[config.mk]
export PLATFORM = sky130hd
export DESIGN_NAME = rank1_matvec_unit
export DESIGN_NICKNAME = d
export VERILOG_FILES = /design/src/rtl/rmv_pkg.sv /design/src/rtl/rmv_vec_store.sv /design/src/rtl/rmv_seq.sv /design/src/rtl/rmv_datapath.sv /design/src/rtl/rank1_matvec_unit.sv
export SDC_FILE = /design/constraint.sdc
export NUM_CORES = 2
export LEC_CHECK = 0
export ABC_CLOCK_PERIOD_IN_PS = 9490
export BUFFER_PORTS_ARGS = -buffer_cell sky130_fd_sc_hd__buf_4
export CAP_MARGIN = 20
export CORE_UTILIZATION = 60
export DETAILED_ROUTE_END_ITERATION = 10
export PLACE_DENSITY = 0.84
export SKIP_LAST_GASP = 1
export SYNTH_ARGS = -nofsm -noshare
export SYNTH_HDL_FRONTEND = slang
export SYNTH_SLANG_ARGS = --single-unit
export TNS_END_PERCENT = 10
[constraint.sdc]
create_clock -name clk -period 9.49 [get_ports clk]
set_input_delay 0 -clock clk [delete_from_list [all_inputs] [get_ports clk]]
set_output_delay 0 -clock clk [all_outputs]
set_load 0.02 [all_outputs]
[src/rtl/rmv_pkg.sv]
package rmv_pkg;
    localparam int DW    = 16;
    localparam int FRAC  = 8;
    localparam int MAX_N = 8;
    localparam int IDX_W = (MAX_N > 1) ? $clog2(MAX_N) : 1;
    localparam int LEN_W = $clog2(MAX_N + 1);

    typedef logic signed [DW-1:0] word_t;
    typedef logic [IDX_W-1:0]     idx_t;
    typedef logic [LEN_W-1:0]     len_t;

    typedef enum logic {
        FN_OUTER  = 1'b0,
        FN_MATVEC = 1'b1
    } fn_e;

    // one element in flight through the datapath
    typedef struct packed {
        logic vld;
        idx_t row;
        idx_t col;
        logic row_first;
        logic row_last;
        logic final_el;
    } slot_t;

    localparam word_t WORD_MAX = {1'b0, {(DW-1){1'b1}}};
    localparam word_t WORD_MIN = {1'b1, {(DW-1){1'b0}}};

    // fixed-point multiply: floor shift by FRAC, clamp to word range
    function automatic word_t fx_mul(word_t a, word_t b);
        logic signed [2*DW-1:0] full;
        logic signed [2*DW-1:0] shf;
        full = $signed({{DW{a[DW-1]}}, a}) * $signed({{DW{b[DW-1]}}, b});
        shf  = full >>> FRAC;
        if (shf > $signed({{(DW+1){1'b0}}, {(DW-1){1'b1}}}))
            return WORD_MAX;
        if (shf < $signed({{(DW+1){1'b1}}, {(DW-1){1'b0}}}))
            return WORD_MIN;
        return shf[DW-1:0];
    endfunction

    // saturating add
    function automatic word_t fx_add(word_t a, word_t b);
        logic signed [DW:0] s;
        s = {a[DW-1], a} + {b[DW-1], b};
        if (s[DW] != s[DW-1])
            return s[DW] ? WORD_MIN : WORD_MAX;
        return s[DW-1:0];
    endfunction
endpackage

[src/rtl/rmv_vec_store.sv]
module rmv_vec_store
    import rmv_pkg::*;
(
    input  logic  clk,
    input  logic  rst,
    input  logic  wr_en,
    input  idx_t  wr_addr,
    input  word_t wr_data,
    input  idx_t  rd_a_addr,
    input  idx_t  rd_b_addr,
    output word_t rd_a,
    output word_t rd_b
);
    word_t cells [MAX_N];

    for (genvar g = 0; g < MAX_N; g++) begin : g_cell
        word_t cell_q;
        always_ff @(posedge clk) begin
            if (rst)
                cell_q <= '0;
            else if (wr_en && wr_addr == idx_t'(g))
                cell_q <= wr_data;
        end
        assign cells[g] = cell_q;
    end

    // two registered read ports: row operand and column operand
    always_ff @(posedge clk) begin
        if (rst) begin
            rd_a <= '0;
            rd_b <= '0;
        end else begin
            rd_a <= cells[rd_a_addr];
            rd_b <= cells[rd_b_addr];
        end
    end
endmodule

[src/rtl/rmv_seq.sv]
module rmv_seq
    import rmv_pkg::*;
(
    input  logic  clk,
    input  logic  rst,
    input  logic  start_outer,
    input  logic  start_mv,
    input  len_t  n_len,
    input  word_t k1,
    input  word_t k2,
    input  logic  fin,
    output logic  busy,
    output fn_e   fn,
    output word_t scale,
    output slot_t slot
);
    logic  run_q;
    logic  issuing_q;
    idx_t  row_q;
    idx_t  col_q;
    idx_t  last_q;
    fn_e   fn_q;
    word_t scale_q;

    logic any_start;
    logic len_ok;
    logic accept;

    assign any_start = start_outer | start_mv;
    assign len_ok    = (n_len != '0) && (n_len <= len_t'(MAX_N));
    assign accept    = !run_q && any_start && len_ok;

    always_ff @(posedge clk) begin
        if (rst) begin
            run_q     <= 1'b0;
            issuing_q <= 1'b0;
            row_q     <= '0;
            col_q     <= '0;
            last_q    <= '0;
            fn_q      <= FN_OUTER;
            scale_q   <= '0;
        end else if (accept) begin
            run_q     <= 1'b1;
            issuing_q <= 1'b1;
            row_q     <= '0;
            col_q     <= '0;
            last_q    <= idx_t'(n_len - len_t'(1));
            // outer product wins a simultaneous request
            fn_q      <= start_outer ? FN_OUTER : FN_MATVEC;
            scale_q   <= start_outer ? k1 : k2;
        end else begin
            if (issuing_q) begin
                if (col_q == last_q) begin
                    col_q <= '0;
                    if (row_q == last_q)
                        issuing_q <= 1'b0;
                    else
                        row_q <= row_q + idx_t'(1);
                end else begin
                    col_q <= col_q + idx_t'(1);
                end
            end
            if (fin)
                run_q <= 1'b0;
        end
    end

    assign busy  = run_q;
    assign fn    = fn_q;
    assign scale = scale_q;

    always_comb begin
        slot.vld       = issuing_q;
        slot.row       = row_q;
        slot.col       = col_q;
        slot.row_first = (col_q == '0);
        slot.row_last  = (col_q == last_q);
        slot.final_el  = (col_q == last_q) && (row_q == last_q);
    end
endmodule

[src/rtl/rmv_datapath.sv]
module rmv_datapath
    import rmv_pkg::*;
(
    input  logic  clk,
    input  logic  rst,
    input  fn_e   fn,
    input  word_t scale,
    input  slot_t slot_in,
    input  word_t m_row_val,
    input  word_t m_col_val,
    input  word_t r_val,
    output logic  op_we,
    output idx_t  op_row,
    output idx_t  op_col,
    output word_t op_wdata,
    output logic  mv_we,
    output idx_t  mv_idx,
    output word_t mv_wdata,
    output logic  done
);
    localparam int PIPE = 3;

    slot_t tag_q [PIPE];
    slot_t tail;
    word_t x1;
    word_t pa_q;
    word_t mj_q;
    word_t pb_q;
    word_t acc_q;
    word_t acc_nx;
    logic  mv_we_q;
    idx_t  mv_idx_q;
    word_t mv_wdata_q;
    logic  mv_last_q;
    logic  done_q;
    logic  is_mv;

    assign is_mv = (fn == FN_MATVEC);

    always_ff @(posedge clk) begin
        if (rst) begin
            for (int s = 0; s < PIPE; s++)
                tag_q[s] <= '0;
        end else begin
            tag_q[0] <= slot_in;
            for (int s = 1; s < PIPE; s++)
                tag_q[s] <= tag_q[s-1];
        end
    end

    assign tail = tag_q[PIPE-1];

    // first multiplier input: M row operand or R element
    assign x1 = is_mv ? r_val : m_row_val;

    always_ff @(posedge clk) begin
        if (rst) begin
            pa_q <= '0;
            mj_q <= '0;
            pb_q <= '0;
        end else begin
            pa_q <= fx_mul(scale, x1);
            mj_q <= m_col_val;
            pb_q <= fx_mul(pa_q, mj_q);
        end
    end

    assign acc_nx = tail.row_first ? pb_q : fx_add(acc_q, pb_q);

    assign op_we    = tail.vld && !is_mv;
    assign op_row   = tail.row;
    assign op_col   = tail.col;
    assign op_wdata = pb_q;

    always_ff @(posedge clk) begin
        if (rst) begin
            acc_q      <= '0;
            mv_we_q    <= 1'b0;
            mv_idx_q   <= '0;
            mv_wdata_q <= '0;
            mv_last_q  <= 1'b0;
            done_q     <= 1'b0;
        end else begin
            if (tail.vld && is_mv)
                acc_q <= acc_nx;
            mv_we_q    <= tail.vld && is_mv && tail.row_last;
            mv_idx_q   <= tail.row;
            mv_wdata_q <= acc_nx;
            mv_last_q  <= tail.vld && is_mv && tail.final_el;
            done_q     <= (op_we && tail.final_el) || (mv_we_q && mv_last_q);
        end
    end

    assign mv_we    = mv_we_q;
    assign mv_idx   = mv_idx_q;
    assign mv_wdata = mv_wdata_q;
    assign done     = done_q;
endmodule

[src/rtl/rank1_matvec_unit.sv]
module rank1_matvec_unit
    import rmv_pkg::*;
(
    input  logic                    clk,
    input  logic                    rst,
    input  logic                    m_we,
    input  logic [IDX_W-1:0]        m_addr,
    input  logic signed [DW-1:0]    m_wdata,
    input  logic signed [DW-1:0]    k1,
    input  logic signed [DW-1:0]    k2,
    input  logic [LEN_W-1:0]        n_len,
    input  logic                    start_outer,
    input  logic                    start_mv,
    output logic [IDX_W-1:0]        r_row,
    output logic [IDX_W-1:0]        r_col,
    input  logic signed [DW-1:0]    r_rdata,
    output logic                    op_we,
    output logic [IDX_W-1:0]        op_row,
    output logic [IDX_W-1:0]        op_col,
    output logic signed [DW-1:0]    op_wdata,
    output logic                    mv_we,
    output logic [IDX_W-1:0]        mv_idx,
    output logic signed [DW-1:0]    mv_wdata,
    output logic                    busy,
    output logic                    done
);
    fn_e   fn;
    word_t scale;
    slot_t slot;
    word_t m_row_val;
    word_t m_col_val;
    logic  run_busy;
    logic  run_done;

    rmv_seq u_seq (
        .clk        (clk),
        .rst        (rst),
        .start_outer(start_outer),
        .start_mv   (start_mv),
        .n_len      (n_len),
        .k1         (k1),
        .k2         (k2),
        .fin        (run_done),
        .busy       (run_busy),
        .fn         (fn),
        .scale      (scale),
        .slot       (slot)
    );

    rmv_vec_store u_vec (
        .clk      (clk),
        .rst      (rst),
        .wr_en    (m_we && !run_busy),
        .wr_addr  (m_addr),
        .wr_data  (m_wdata),
        .rd_a_addr(slot.row),
        .rd_b_addr(slot.col),
        .rd_a     (m_row_val),
        .rd_b     (m_col_val)
    );

    rmv_datapath u_dp (
        .clk      (clk),
        .rst      (rst),
        .fn       (fn),
        .scale    (scale),
        .slot_in  (slot),
        .m_row_val(m_row_val),
        .m_col_val(m_col_val),
        .r_val    (r_rdata),
        .op_we    (op_we),
        .op_row   (op_row),
        .op_col   (op_col),
        .op_wdata (op_wdata),
        .mv_we    (mv_we),
        .mv_idx   (mv_idx),
        .mv_wdata (mv_wdata),
        .done     (run_done)
    );

    assign r_row = slot.row;
    assign r_col = slot.col;
    assign busy  = run_busy;
    assign done  = run_done;
endmodule

==> key figures <==
Run status
  • Outcome: finished, final reports clean

STA
  • RSZ-0062 raised after global routing: no
  • Minimum period implied by the final worst setup slack: about 8.3 ns
  • Worst Tran Pin Value: around 1.1 ns
  • Hold Vio Cnt, Final: 0
  • Final setup vio count: 0
  • Clock Skew: 0.0307 ns
  • TNS Setup: 0 ns
  • Slew Limit Headroom: 26.3%
  • Tcrit/Tclk final: 87.5%
  • Fmax: 120 MHz
  • Max-slew violation count: 0

GRT
  • Initial antenna violation count: 2
  • Pin count of the biggest net entering global routing: 110
  • Gr usage total: a little under a third
  • Vias in the first global route: 25500
  • Congestion Overflow GR: 0
  • First-pass GRT wire length: roughly 130 mm

Worst setup path
  • CP Launch Type: register
  • CP max FO: 16
  • Crit Path Class: reg2reg
  • Crit path required time: slightly below 10 ns
  • Critical path data arrival time: around 8.7 ns
  • Worst Setup End Kind: register

Synthesis
  • Area leader, netlist: fa_1
  • Post-synth EDFFs: 0
  • Cell count after synthesis: approximately 3400
  • Most common cell in the synthesized netlist: inv_1
  • Synthesized flop and latch total: 304
  • Post-synth top flop: dfxtp_1
  • Synth cell count leaders: inv_1, fa_1, nand2_1
  • Avg Cell Area, Syn: 9.46 sq um
  • Post-synth top area share: around a third
  • Synth Cell Area: 32200 sq um
  • Yosys cell types: 71
  • Dominant cells by area after synthesis: fa_1, dfxtp_1, inv_1
  • Synth warnings: 0
  • Ys async rst share: 0%
  • Post-Syn Nets: 4185
  • Sequential-to-total area share from yosys stat: between 10% and 20%

Die
  • Die X: 234 um
  • Die area: roughly 55000 sq um
  • Die height: 234 um
  • IO Pins: 127
  • Core ar.: 52900 sq um
  • Rows: 84
  • Initial Util: 61.0%

Route
  • Drt initial violations: 1906
  • WL per Instance: approximately 19 um
  • Routed wire length: around 80 mm
  • Post-Route M1 WL: 30.3 mm
  • Max layer used: met5
  • Via density: 5.81
  • DRT Pass-1 Iters: 6
  • Antenna viol nets, final: 0
  • Met3 WL: roughly 6.5 mm
  • DRC violations left: 0
  • DR vias: 24300
  • Met2 wire len: 39.8 mm

Layout
  • Area delta synth->final: 9.72%
  • Final Non-Filler Cells: 4186
  • Nets: 4248
  • Share of post-route cells with drive strength above 1: approximately 8.9%
  • Final Util: 66.9%

CTS
  • CTS root buf: clkbuf_16
  • Clk sink count: 304
  • Clock latency on the worst-skew pair: 0.57 ns
  • Clock Path Buffers: 3
  • Clk pin slew, worst setup/hold paths: 0.06 ns
  • Total CTS buffers: 35
  • CTS tree: built
  • # resized after CTS: 0
  • H-tree depth: 2

Pwr
  • VDD IR max: 0.167 mV
  • Power Density: 118 nW/um^2
  • LEAKAGE: approximately 17 nW
  • Tot Pwr: 4.19 mW

Placement
  • Placed instance count: between 4000 and 5000
  • Routability Congestion: 0.920
  • HPWL after DPL: slightly below 60 mm
  • IO buf count: around 130

Min path
  • Min-Delay Path Class: in2reg

Flow run
  • Max-cap violations: 0
-- flip-flops by register name, summed over array words and instances (netlist names), 3 cells and up --
register and count:
u_seq.row_q 3, u_vec.g_cell.cell_q 128, u_seq.col_q 3, u_seq.last_q 3, u_vec.rd_b 16, u_dp.mv_idx 3
u_dp.pa_q 16, u_vec.rd_a 16, u_dp.mj_q 16, u_dp.op_wdata 16, u_seq.scale 16, u_dp.acc_q 16
u_dp.tag_q 30, u_dp.mv_wdata 16
-- path summary, 6_finish.rpt --
kind	from	endpoint	slack, ns	cells past startpoint
hold reg to reg	u_dp.tag_q[0][14]$_SDFF_PP0_	u_dp.tag_q[0][24]$_SDFF_PP0_	0.44	1
setup / recovery	u_seq.fn$_SDFFE_PP0P_	u_dp.pa_q[2]$_SDFF_PP0_	1.19	26
setup reg to reg	u_seq.fn$_SDFFE_PP0P_	u_dp.pa_q[2]$_SDFF_PP0_	1.19	26
hold / removal	rst	u_vec.g_cell[2].cell_q[8]$_SDFFE_PP0P_	0.03	2
-- layer usage --
layer	vias to the layer above	track usage, %
met3	280	5.75
met5	-	0
met1	12200	38.9
met4	2	14.0
met2	1148	51.1
li1	10700	-
-- critical path: stages, from the launching register on --
cell      delay, ns
dfxtp_1        0.44
buf_4          0.32
mux2i_1        0.11
buf_4          0.21
nand2b_1       0.24
fa_1           0.59
inv_1          0.08
fa_1           0.83
inv_1          0.11
fa_1           0.42
fa_1           0.54
inv_1          0.05
fa_1           0.53
inv_1          0.05
fa_1           0.49
inv_1          0.05
ha_1           0.40
a21o_1         0.20
a21oi_1        0.26
nand2_1        0.11
a21oi_1        0.22
a41oi_2        0.08
a311oi_1       0.50
a21oi_1        0.14
xor2_1         0.25
a41oi_2        0.69
o21ai_0        0.21
-- timing repair --
item | in CTS | in global routing
buffers inserted | 0 | 0
endpoints found under the setup margin | 0 | 0
hold buffers | 58 | 0
endpoints found under the hold margin | 148 | 0
-- where the power goes --
part	internal, mW	total (mW)	switching, mW
clock	0.876	1.48	0.602
sequential	1.36	1.64	0.277
combinational	0.453	1.07	0.622
total	2.69	4.19	1.50
-- layout make-up --
type / instances / area [sq um]
clock buffer: 42 / 962
sequential: 304 / 6090
inverter: 607 / 2280
tap: 688 / 861
timing repair buffer: 208 / 1710
multi-input combinational: 2315 / 23200
antenna: 1 / 2.50
fill: 3877 / 17500
clock inverter: 21 / 313
-- stage by stage --
stage / hold WS [ns] / setup slack, ns / area (sq um)
after floorplan: 0.0957 / 1.85 / 32200
after global placement: 0.214 / 1.68 / 33500
after detailed placement: 0.217 / 1.35 / 33500
after CTS: 0.0569 / 1.28 / 35400
after global routing: 0.0864 / 0.757 / 35400
final: 0.0286 / 1.19 / 35400
-- logic make-up after synthesis --
family          Yosys count  share of synthesized area [%]
simple gates           1023                           15.2
buf+inv                 789                           9.37
fa+ha+maj               704                           39.5
compound gates          310                           6.21
flops                   304                           18.9
mux                     197                           8.68
xor+xnor                 81                           2.20
-- cells in the final DEF (no fill, tap or decap), drive strengths merged, types with 6 or more instances in the layout --
| cell type | count |
|---|---|
| dlygate4sd3 | 58 |
| nand4 | 8 |
| ha | 178 |
| nor2 | 198 |
| clkbuf | 43 |
| or3 | 8 |
| a21o | 29 |
| nand3 | 26 |
| dfxtp | 304 |
| xnor2 | 62 |
| a21oi | 126 |
| and2 | 179 |
| nor3 | 19 |
| nor2b | 121 |
| fa | 523 |
| a211oi | 28 |
| mux2i | 123 |
| nand2b | 24 |
| o21a | 16 |
| mux2 | 10 |
| or2 | 6 |
| and3 | 14 |
| buf | 149 |
| clkinv | 12 |
| nand2 | 396 |
| a31oi | 9 |
| o21ai | 40 |
| inv | 608 |
| xor2 | 19 |
| o31ai | 17 |
| mux4 | 64 |
Power figures use the tool's default switching activity.
